File: src/rtl/qpsk_mod_pkg.sv
package qpsk_mod_pkg;

  // Bipolar level selected by one data bit: 0 -> +amp, 1 -> -amp.
  function automatic int dibit_level(input logic neg, input int amp);
    return neg ? -amp : amp;
  endfunction

  // Cosine of a quarter-rate carrier at index ph.
  function automatic int carrier_cos(input logic [1:0] ph);
    case (ph)
      2'd0:    return 1;
      2'd2:    return -1;
      default: return 0;
    endcase
  endfunction

  // Sine of a quarter-rate carrier at index ph.
  function automatic int carrier_sin(input logic [1:0] ph);
    case (ph)
      2'd1:    return 1;
      2'd3:    return -1;
      default: return 0;
    endcase
  endfunction

  // Quadrature mix: I*cos - Q*sin.
  function automatic int fs4_mix(input int i_lvl, input int q_lvl, input logic [1:0] ph);
    return i_lvl * carrier_cos(ph) - q_lvl * carrier_sin(ph);
  endfunction

endpackage

File: src/rtl/qpsk_dibit_pack.sv
module qpsk_dibit_pack (
  input  logic       clk,
  input  logic       rst,
  input  logic       bit_in,
  input  logic       bit_valid,
  output logic       bit_ready,
  input  logic       pair_take,
  output logic       pair_full,
  output logic [1:0] pair_bits
);

  logic       half_have_q;
  logic       half_bit_q;
  logic       full_q;
  logic [1:0] pair_q;
  logic       accept;

  assign bit_ready = !full_q;
  assign accept    = bit_valid && bit_ready;
  assign pair_full = full_q;
  assign pair_bits = pair_q;

  always_ff @(posedge clk) begin
    if (rst) begin
      half_have_q <= 1'b0;
      half_bit_q  <= 1'b0;
      full_q      <= 1'b0;
      pair_q      <= 2'b00;
    end else begin
      if (pair_take) full_q <= 1'b0;
      if (accept) begin
        if (!half_have_q) begin
          half_have_q <= 1'b1;
          half_bit_q  <= bit_in;
        end else begin
          half_have_q <= 1'b0;
          pair_q      <= {half_bit_q, bit_in};
          full_q      <= 1'b1;
        end
      end
    end
  end

endmodule

File: src/rtl/qpsk_symbol_timer.sv
module qpsk_symbol_timer #(
  parameter int SYM_LEN = 8,
  parameter int CNT_W   = 3
) (
  input  logic       clk,
  input  logic       rst,
  input  logic       pair_full,
  input  logic [1:0] pair_bits,
  output logic       pair_take,
  output logic       sym_load,
  output logic       sym_active,
  output logic [1:0] sym_dibit
);

  logic             active_q;
  logic [CNT_W-1:0] cnt_q;
  logic [1:0]       dib_q;
  logic             last;

  assign last       = active_q && (cnt_q == CNT_W'(SYM_LEN - 1));
  assign sym_load   = pair_full && (!active_q || last);
  assign pair_take  = sym_load;
  assign sym_active = active_q;
  assign sym_dibit  = dib_q;

  always_ff @(posedge clk) begin
    if (rst) begin
      active_q <= 1'b0;
      cnt_q    <= '0;
      dib_q    <= 2'b00;
    end else if (sym_load) begin
      active_q <= 1'b1;
      cnt_q    <= '0;
      dib_q    <= pair_bits;
    end else if (last) begin
      active_q <= 1'b0;
      cnt_q    <= '0;
    end else if (active_q) begin
      cnt_q    <= cnt_q + 1'b1;
    end
  end

endmodule

File: src/rtl/qpsk_fs4_mixer.sv
module qpsk_fs4_mixer
  import qpsk_mod_pkg::*;
#(
  parameter int SAMPLE_W  = 12,
  parameter int AMPLITUDE = 2047
) (
  input  logic                       clk,
  input  logic                       rst,
  input  logic                       sym_active,
  input  logic [1:0]                 sym_dibit,
  output logic signed [SAMPLE_W-1:0] if_sample,
  output logic                       if_valid
);

  generate
    if (AMPLITUDE <= 0 || AMPLITUDE >= (1 << (SAMPLE_W - 1))) begin : g_bad_amp
      $error("AMPLITUDE must be positive and fit a signed SAMPLE_W sample");
    end
  endgenerate

  logic [1:0]                 ph_q;
  int                         i_lvl;
  int                         q_lvl;
  int                         mix_full;
  logic signed [SAMPLE_W-1:0] mix_w;

  always_comb begin
    i_lvl    = dibit_level(sym_dibit[1], AMPLITUDE);
    q_lvl    = dibit_level(sym_dibit[0], AMPLITUDE);
    mix_full = fs4_mix(i_lvl, q_lvl, ph_q);
    mix_w    = SAMPLE_W'(mix_full);
  end

  always_ff @(posedge clk) begin
    if (rst) begin
      ph_q      <= 2'd0;
      if_sample <= '0;
      if_valid  <= 1'b0;
    end else begin
      ph_q      <= ph_q + 2'd1;
      if_valid  <= sym_active;
      if_sample <= sym_active ? mix_w : '0;
    end
  end

endmodule

File: src/rtl/qpsk_if_mod.sv
module qpsk_if_mod #(
  parameter int SAMPLE_W    = 12,
  parameter int AMPLITUDE   = 2047,
  parameter int HOLD_CYCLES = 2
) (
  input  logic                       clk,
  input  logic                       rst,
  input  logic                       bit_in,
  input  logic                       bit_valid,
  output logic                       bit_ready,
  output logic signed [SAMPLE_W-1:0] if_sample,
  output logic                       if_valid
);

  localparam int SYM_LEN = 4 * HOLD_CYCLES;
  localparam int CNT_W   = $clog2(SYM_LEN);

  generate
    if (HOLD_CYCLES < 1) begin : g_bad_hold
      $error("HOLD_CYCLES must be at least 1");
    end
  endgenerate

  logic       pair_full;
  logic [1:0] pair_bits;
  logic       pair_take;
  logic       sym_load;
  logic       sym_active;
  logic [1:0] sym_dibit;

  qpsk_dibit_pack u_pack (
    .clk       (clk),
    .rst       (rst),
    .bit_in    (bit_in),
    .bit_valid (bit_valid),
    .bit_ready (bit_ready),
    .pair_take (pair_take),
    .pair_full (pair_full),
    .pair_bits (pair_bits)
  );

  qpsk_symbol_timer #(
    .SYM_LEN (SYM_LEN),
    .CNT_W   (CNT_W)
  ) u_timer (
    .clk        (clk),
    .rst        (rst),
    .pair_full  (pair_full),
    .pair_bits  (pair_bits),
    .pair_take  (pair_take),
    .sym_load   (sym_load),
    .sym_active (sym_active),
    .sym_dibit  (sym_dibit)
  );

  qpsk_fs4_mixer #(
    .SAMPLE_W  (SAMPLE_W),
    .AMPLITUDE (AMPLITUDE)
  ) u_mix (
    .clk        (clk),
    .rst        (rst),
    .sym_active (sym_active),
    .sym_dibit  (sym_dibit),
    .if_sample  (if_sample),
    .if_valid   (if_valid)
  );

endmodule

File: config.mk
export PLATFORM = sky130hd
export DESIGN_NAME = qpsk_if_mod
export DESIGN_NICKNAME = d
export VERILOG_FILES = /design/src/rtl/qpsk_mod_pkg.sv /design/src/rtl/qpsk_dibit_pack.sv /design/src/rtl/qpsk_symbol_timer.sv /design/src/rtl/qpsk_fs4_mixer.sv /design/src/rtl/qpsk_if_mod.sv
export SDC_FILE = /design/constraint.sdc
export NUM_CORES = 1
export LEC_CHECK = 0
export ABC_AREA = 1
export CAP_MARGIN = 20
export CORE_MARGIN = 2
export CORE_UTILIZATION = 45
export DETAILED_ROUTE_END_ITERATION = 8
export DONT_BUFFER_PORTS = 1
export PLACE_DENSITY = 0.61
export RECOVER_POWER = 25
export SYNTH_ARGS = -nofsm -noshare
export SYNTH_HDL_FRONTEND = slang
export SYNTH_SLANG_ARGS = --single-unit
File: constraint.sdc
create_clock -name clk -period 8.8 [get_ports clk]
set_clock_uncertainty 0.15 [all_clocks]
set_input_delay 0.88 -clock clk [delete_from_list [all_inputs] [get_ports clk]]
set_output_delay 0.88 -clock clk [all_outputs]
set_load 0.02 [all_outputs]
## Word-level counts from Yosys, hierarchy flattened

Index checks and enable logic that the tools add are counted.

- Flip-flop bits (word level): 26
- Bits of input ports: 4
- Output and inout bits: 14
- Word-level logic and storage cells: 43

- Add/sub/neg operators: 3
- Multipliers: 2
- Equality and inequality tests: 4
- Multiplexer cells: 10
- Bitwise operators: 2
- Reductions and logical operators: 12

Operator list:

| operator | number |
|---|---|
| $pmux 32 s2 | 2 |
| $mul 32x32->12 | 2 |
| $mux 32 | 2 |
| $sub 12x12->12 | 1 |
| $mux 1 | 6 |
| $eq 2x2->1 const B | 2 |
| $reduce_and 2->1 | 2 |
| $add 3x1->3 const B | 1 |
| $eq 3x3->1 const B | 1 |
| $logic_and 1x1->1 | 3 |
| $reduce_or 3->1 | 1 |
| $add 2x1->2 const B | 1 |
| $eq 2x1->1 const B | 1 |
| $logic_not 1->1 | 2 |
| $logic_not 2->1 | 1 |
| $not 1->1 | 2 |
| $reduce_bool 2->1 | 1 |
| $reduce_or 2->1 | 1 |
| $logic_or 1x1->1 | 1 |

## Logic depth before layout (Yosys ltp)

- Word-level depth: 7
- Gate-level depth with buffers: 24
- Mapped depth without buffers: 24

## Modules after synthesis

From an unflattened synthesis, not the netlist that was laid out.

- Cells, all modules: 357
- Area total of the unflattened synthesis: 2760.1 um^2

Modules (own cells, without submodules):

| module | instances | cells an instance | area an instance (um^2) | sequential area each (um^2) |
|---|---|---|---|---|
| qpsk_fs4_mixer | 1 | 291 | 2260.9 | 300.3 |
| qpsk_symbol_timer | 1 | 36 | 281.5 | 120.1 |
| qpsk_dibit_pack | 1 | 30 | 217.7 | 100.1 |

## Worst setup path after synthesis

OpenSTA, ideal clock, no wires.

- Kind: register -> register
- Start point: register u_mix.ph_q[0]
- End point: register u_mix.if_sample[8]
- Library setup time: 0.120 ns
- Arrival: 4.509 ns
- Required time: 8.530 ns
- Setup slack: 4.021 ns
- Stages on the path, launching flop included: 24
- Buffers on the path: 1
- Clock period less this slack: 4.779 ns
- Cell sequence: dfxtp_1 -> ha_1 -> buf_4 -> nor2_1 -> nor2_2 -> inv_1 -> ha_1 -> ha_1 -> inv_1 -> fa_1 -> fa_1 -> inv_1 -> fa_1 -> inv_1 -> fa_1 -> inv_1 -> ha_1 -> nand2_1 -> o21ai_0 -> nand2_1 -> nand2_1 -> a21oi_1 -> o21ai_0 -> a21oi_1

- Longest elaborated chain between the ends: 4
- Elaborated cells between the ends (all ways): 9
- Classes of those cells: add/sub (1); mul (2); eq/ne (3); mux (2); reduce/logical (1)

RTL lines:

| what | line | source |
|---|---|---|
| start, declared | qpsk_fs4_mixer.sv:21 | `logic [1:0] ph_q;` |
| start signal, assigned | qpsk_fs4_mixer.sv:40 | `ph_q <= ph_q + 2'd1;` |
| $eq 2x2->1, or another cell as far along | qpsk_mod_pkg.sv:10 | `case (ph)` |
| $pmux 32 s2 (on tied branches) | qpsk_mod_pkg.sv:10, qpsk_mod_pkg.sv:19 |  |
| $mul 32x32->12 | qpsk_mod_pkg.sv:28 | `return i_lvl * carrier_cos(ph) - q_lvl * carrier_sin(ph);` |
| $sub 12x12->12 * | qpsk_mod_pkg.sv:28 |  |
| end signal, assigned | qpsk_fs4_mixer.sv:42 | `if_sample <= sym_active ? mix_w : '0;` |
| end, declared | qpsk_fs4_mixer.sv:11 | `output logic signed [SAMPLE_W-1:0] if_sample,` |

Mark *: on every way between the ends. The rest lies on a longest branch, timed or not.
A chain may end at the register's enable or synchronous reset.

## Worst setup path after layout

Same ends and word-level chain as after synthesis.

==> impl_metrics.prom <==
# TYPE chip_impl_metric gauge
chip_impl_info{name="run_status",value="completed"} 1
chip_impl_info{name="tritoncts",value="done"} 1
chip_impl_metric{name="post_cts_resized",unit=""} 0
chip_impl_metric{name="fin_setup_tns",unit="ns"} 0
chip_impl_metric{name="largest_net_degree_at_the_start_of_global_routing",unit=""} 14
chip_impl_info{name="endpoint_kind",value="flip-flop"} 1
chip_impl_metric{name="gpl.final_weighted_congestion",unit=""} 0.919
chip_impl_metric{name="floorplan.rows",unit=""} 28
chip_impl_metric{name="share_of_final_layout_standard_cells_stronger_than_drive_strength_1",unit=""} 0.0681
chip_impl_metric{name="slew_headroom",unit=""} 0.584
chip_impl_metric{name="critical_path.n_buffers_inverters",unit=""} 5
chip_impl_metric{name="power_report.internal_total",unit="mW"} 0.396
chip_impl_metric{name="synth_edf_count",unit=""} 0
chip_impl_info{name="timing.critical_path.mode_cell",value="sky130_fd_sc_hd__inv_1"} 1
chip_impl_metric{name="pwr-share-seq",unit=""} 0.157
chip_impl_metric{name="crit_path_max_fanout",unit=""} 8
chip_impl_metric{name="postCtsHoldBufs",unit=""} 0
chip_impl_metric{name="antenna_found_initial",unit=""} 0
chip_impl_metric{name="cts_post_setup_buffers_inserted",unit=""} 0
chip_impl_metric{name="mean_instance_size_in_the_synthesized_netlist",unit="sq um"} 7.65
chip_impl_metric{name="synth_seq_cells",unit=""} 26
chip_impl_metric{name="cts.sinks",unit=""} 26
chip_impl_info{name="criticalPathCategory",value="flip-flop to flip-flop"} 1
chip_impl_metric{name="areaGrowthSynthToFinish",unit="%"} 4.86
chip_impl_metric{name="start_util",unit=""} 0.466
chip_impl_metric{name="numPortBuffers",unit=""} 0
chip_impl_metric{name="die_outline_width",unit="microns"} 82.6
chip_impl_metric{name="power_density",unit="nW/um^2"} 293
chip_impl_info{name="final_common_cell",value="sky130_fd_sc_hd__inv_1"} 1
chip_impl_info{name="setup.worst_path.start_class",value="flip-flop"} 1
chip_impl_metric{name="drtAntennaViolNets",unit=""} 0
chip_impl_metric{name="syn-cell-area",unit="sq um"} 2780
chip_impl_metric{name="dr_total_vias",unit=""} 2102
chip_impl_info{name="cts_root_buf",value="sky130_fd_sc_hd__clkbuf_8"} 1
chip_impl_metric{name="core-area",unit="sq um"} 5960
chip_impl_metric{name="dp.final_hpwl",unit="microns"} 4540
chip_impl_info{name="cp_top_family",value="adder cells"} 1
chip_impl_metric{name="final_cells",unit=""} 442
chip_impl_metric{name="setup_violations",unit=""} 0
chip_impl_metric{name="lkg_pwr",unit="nW"} 1.54
chip_impl_metric{name="transition_time_at_the_pin_with_the_least_slew_margin",unit="ns"} 0.622
chip_impl_metric{name="antennaDiodeCount",unit=""} 0
chip_impl_metric{name="synth.lib_cells_used.distinct",unit=""} 27
chip_impl_metric{name="final_min_period_over_clock_period",unit=""} 0.595
chip_impl_metric{name="grt_pass1_vias",unit=""} 2050
chip_impl_metric{name="first_pass_grt_wire_length",unit="microns"} 9100
chip_impl_info{name="cp_cell_sequence",value="ha_1, nor2_1, nor2_2, inv_1, ha_1, ha_1, inv_1, fa_1, fa_1, inv_1, fa_1, inv_1, fa_1, inv_1, ha_1, nand2_1, o21ai_0, nand2_1, nand2_1, a21oi_1, o21ai_0, a21oi_1"} 1
chip_impl_metric{name="critical_path.max_stage_delay",unit="ns"} 0.55
chip_impl_metric{name="clock_group_share_of_total_power",unit=""} 0.080
chip_impl_metric{name="timing.max_cap.violations",unit=""} 0
chip_impl_metric{name="dp_worst_setup_slack",unit="ns"} 3.58
chip_impl_info{name="min_path_type",value="flip-flop to flip-flop"} 1
chip_impl_metric{name="cp_data_arrival_time",unit="ns"} 5.26
chip_impl_metric{name="vdd.ir_drop.worst",unit="V"} 0.000164
chip_impl_info{name="layout.cells.most_common_list",value="sky130_fd_sc_hd__inv_1 (89), sky130_fd_sc_hd__nand2_1 (55), sky130_fd_sc_hd__ha_1 (39), sky130_fd_sc_hd__nor2_1 (30), sky130_fd_sc_hd__fa_1 (28)"} 1
chip_impl_metric{name="async_flop_share",unit=""} 0
chip_impl_metric{name="cts-root-to-sink-buffers",unit=""} 2
chip_impl_info{name="crit_path_top_delay_cell",value="sky130_fd_sc_hd__fa_1"} 1
chip_impl_metric{name="slew_viol_final",unit=""} 0
chip_impl_info{name="synthFlopType",value="sky130_fd_sc_hd__dfxtp_1"} 1
chip_impl_metric{name="dp.cells",unit=""} 439
chip_impl_metric{name="nNetsFinal",unit=""} 440
chip_impl_metric{name="number_of_buffers_created_by_cts",unit=""} 3
chip_impl_metric{name="top_level_i_o_count",unit=""} 18
chip_impl_metric{name="die-height",unit="microns"} 82.6
chip_impl_metric{name="avgRoutedWirePerCell",unit="microns"} 11.8
chip_impl_metric{name="worst_setup_hold_path_clk_slew",unit="ns"} 0.09
chip_impl_metric{name="routed_wl",unit="microns"} 5240
chip_impl_metric{name="die_footprint",unit="sq um"} 6820
chip_impl_metric{name="drc_errors",unit=""} 0
chip_impl_metric{name="ys.warnings.count",unit=""} 0
chip_impl_metric{name="seq_area_frac_synth",unit=""} 0.187
chip_impl_info{name="grt_setup_unrepaired",value="no"} 1
chip_impl_metric{name="timing.critical_path.required",unit="ns"} 8.82
chip_impl_metric{name="synthesis.instances",unit=""} 363
chip_impl_metric{name="latest_clock_arrival_within_the_worst_skew_pair",unit="ns"} 0.27
chip_impl_metric{name="cts.htree.levels",unit=""} 1
chip_impl_metric{name="grt.overflow.total",unit=""} 0
chip_impl_metric{name="r2r_setup_slack",unit="ns"} 3.56
chip_impl_metric{name="finalHoldViolations",unit=""} 0
chip_impl_metric{name="power.combinational.fraction",unit=""} 0.762
chip_impl_metric{name="initialDrtViolationCount",unit=""} 93
chip_impl_metric{name="final.setup.worst_slack",unit="ns"} 3.56
chip_impl_metric{name="maximum_achievable_frequency",unit="MHz"} 191
chip_impl_metric{name="final.min_clock_period",unit="ns"} 5.24
chip_impl_metric{name="routed_via_density",unit=""} 4.76
chip_impl_metric{name="switching_share",unit=""} 0.535
chip_impl_metric{name="globalRouteTotalUtil",unit=""} 0.174
chip_impl_metric{name="net-switching-power",unit="mW"} 0.456
chip_impl_metric{name="drtPass1Iterations",unit=""} 4
final cells by class:
type | count | area [sq um]
tap | 75 | 93.8
clock buffer | 3 | 41.3
inverter | 95 | 357
multi-input combinational | 243 | 1900
fill | 615 | 3040
sequential | 26 | 520
stage by stage:
step	total power, mW	instance area (sq um)	util	hold slack [ns]
after floorplan	0.655	2790	-	0.290
after global placement	0.775	2870	0.482	0.295
after detailed placement	0.787	2870	0.482	0.303
after CTS	0.859	2910	0.489	0.315
after global routing	0.978	2910	0.489	0.338
final	0.853	2910	0.489	0.310
tightest hold or removal path, stage by stage, from the launching register on:
cell	delay, ns
sky130_fd_sc_hd__dfxtp_1	0.32
sky130_fd_sc_hd__nand2_1	0.06
sky130_fd_sc_hd__a21oi_1	0.05
cell usage after synthesis (2+ instances only):
cell	number	share of area
sky130_fd_sc_hd__conb_1	2	0.0027
sky130_fd_sc_hd__nand2_2	8	0.018
sky130_fd_sc_hd__xor2_1	5	0.016
sky130_fd_sc_hd__xnor2_1	4	0.013
sky130_fd_sc_hd__inv_2	6	0.0081
sky130_fd_sc_hd__nand3_1	17	0.031
sky130_fd_sc_hd__ha_1	39	0.18
sky130_fd_sc_hd__nand2_1	55	0.074
sky130_fd_sc_hd__nor2_1	30	0.041
sky130_fd_sc_hd__a21oi_1	22	0.040
sky130_fd_sc_hd__inv_1	89	0.12
sky130_fd_sc_hd__dfxtp_1	26	0.19
sky130_fd_sc_hd__or2_2	2	0.0045
sky130_fd_sc_hd__o21ai_0	15	0.027
sky130_fd_sc_hd__nand3_2	3	0.011
sky130_fd_sc_hd__fa_1	28	0.20
sky130_fd_sc_hd__nor3_1	2	0.0036
routing by layer:
| metal | global-route usage | vias up | wire, microns |
|---|---|---|---|
| met1 | 0.227 | 977 | 2490 |
| li1 | - | 1099 | - |
| met2 | 0.304 | 20 | 2570 |
| met5 | 0 | - | 0 |
| met4 | 0.0295 | 0 | 45 |
| met3 | 0.0315 | 6 | 133 |
cells by family after synthesis:
kind of cell             after synthesis  synth area share
XOR/XNOR                               9            0.0284
AO/OA/AOI/OAI                         42            0.0788
AND/OR/NAND/NOR                      120             0.193
other                                  2           0.00270
adder cells (fa/ha/maj)               67             0.377
buffers and inverters                 97             0.132
flip-flops                            26             0.187
sequential cells by signal, summed over array words and instances, names as in the netlist:
| register | cells |
|---|---|
| u_timer.cnt_q | 3 |
| u_mix.if_valid | 1 |
| u_pack.half_have_q | 1 |
| u_mix.ph_q | 2 |
| u_pack.pair_full | 1 |
| u_pack.half_bit_q | 1 |
| u_timer.sym_active | 1 |
| u_pack.pair_bits | 2 |
| u_mix.if_sample | 12 |
| u_timer.sym_dibit | 2 |
final timing paths:
check	start	to	cells past startpoint
hold reg to reg	u_pack.half_bit_q	u_pack.half_bit_q	2
setup reg to reg	u_mix.ph_q[0]	u_mix.if_sample[8]	22
setup / recovery	u_mix.ph_q[0]	u_mix.if_sample[8]	22
hold / removal	u_pack.half_bit_q	u_pack.half_bit_q	2
power by group through the flow:
stage	Sequential [mW]	Clock, mW	Combinational (mW)
2_1_floorplan	0.136	0	0.519
3_3_place_gp	0.137	0	0.638
3_5_place_dp	0.137	0	0.650
4_1_cts	0.134	0.0695	0.655
5_1_grt	0.136	0.0731	0.769
6_report	0.134	0.0684	0.650
No activity file was read; power rests on OpenSTA's default activity.
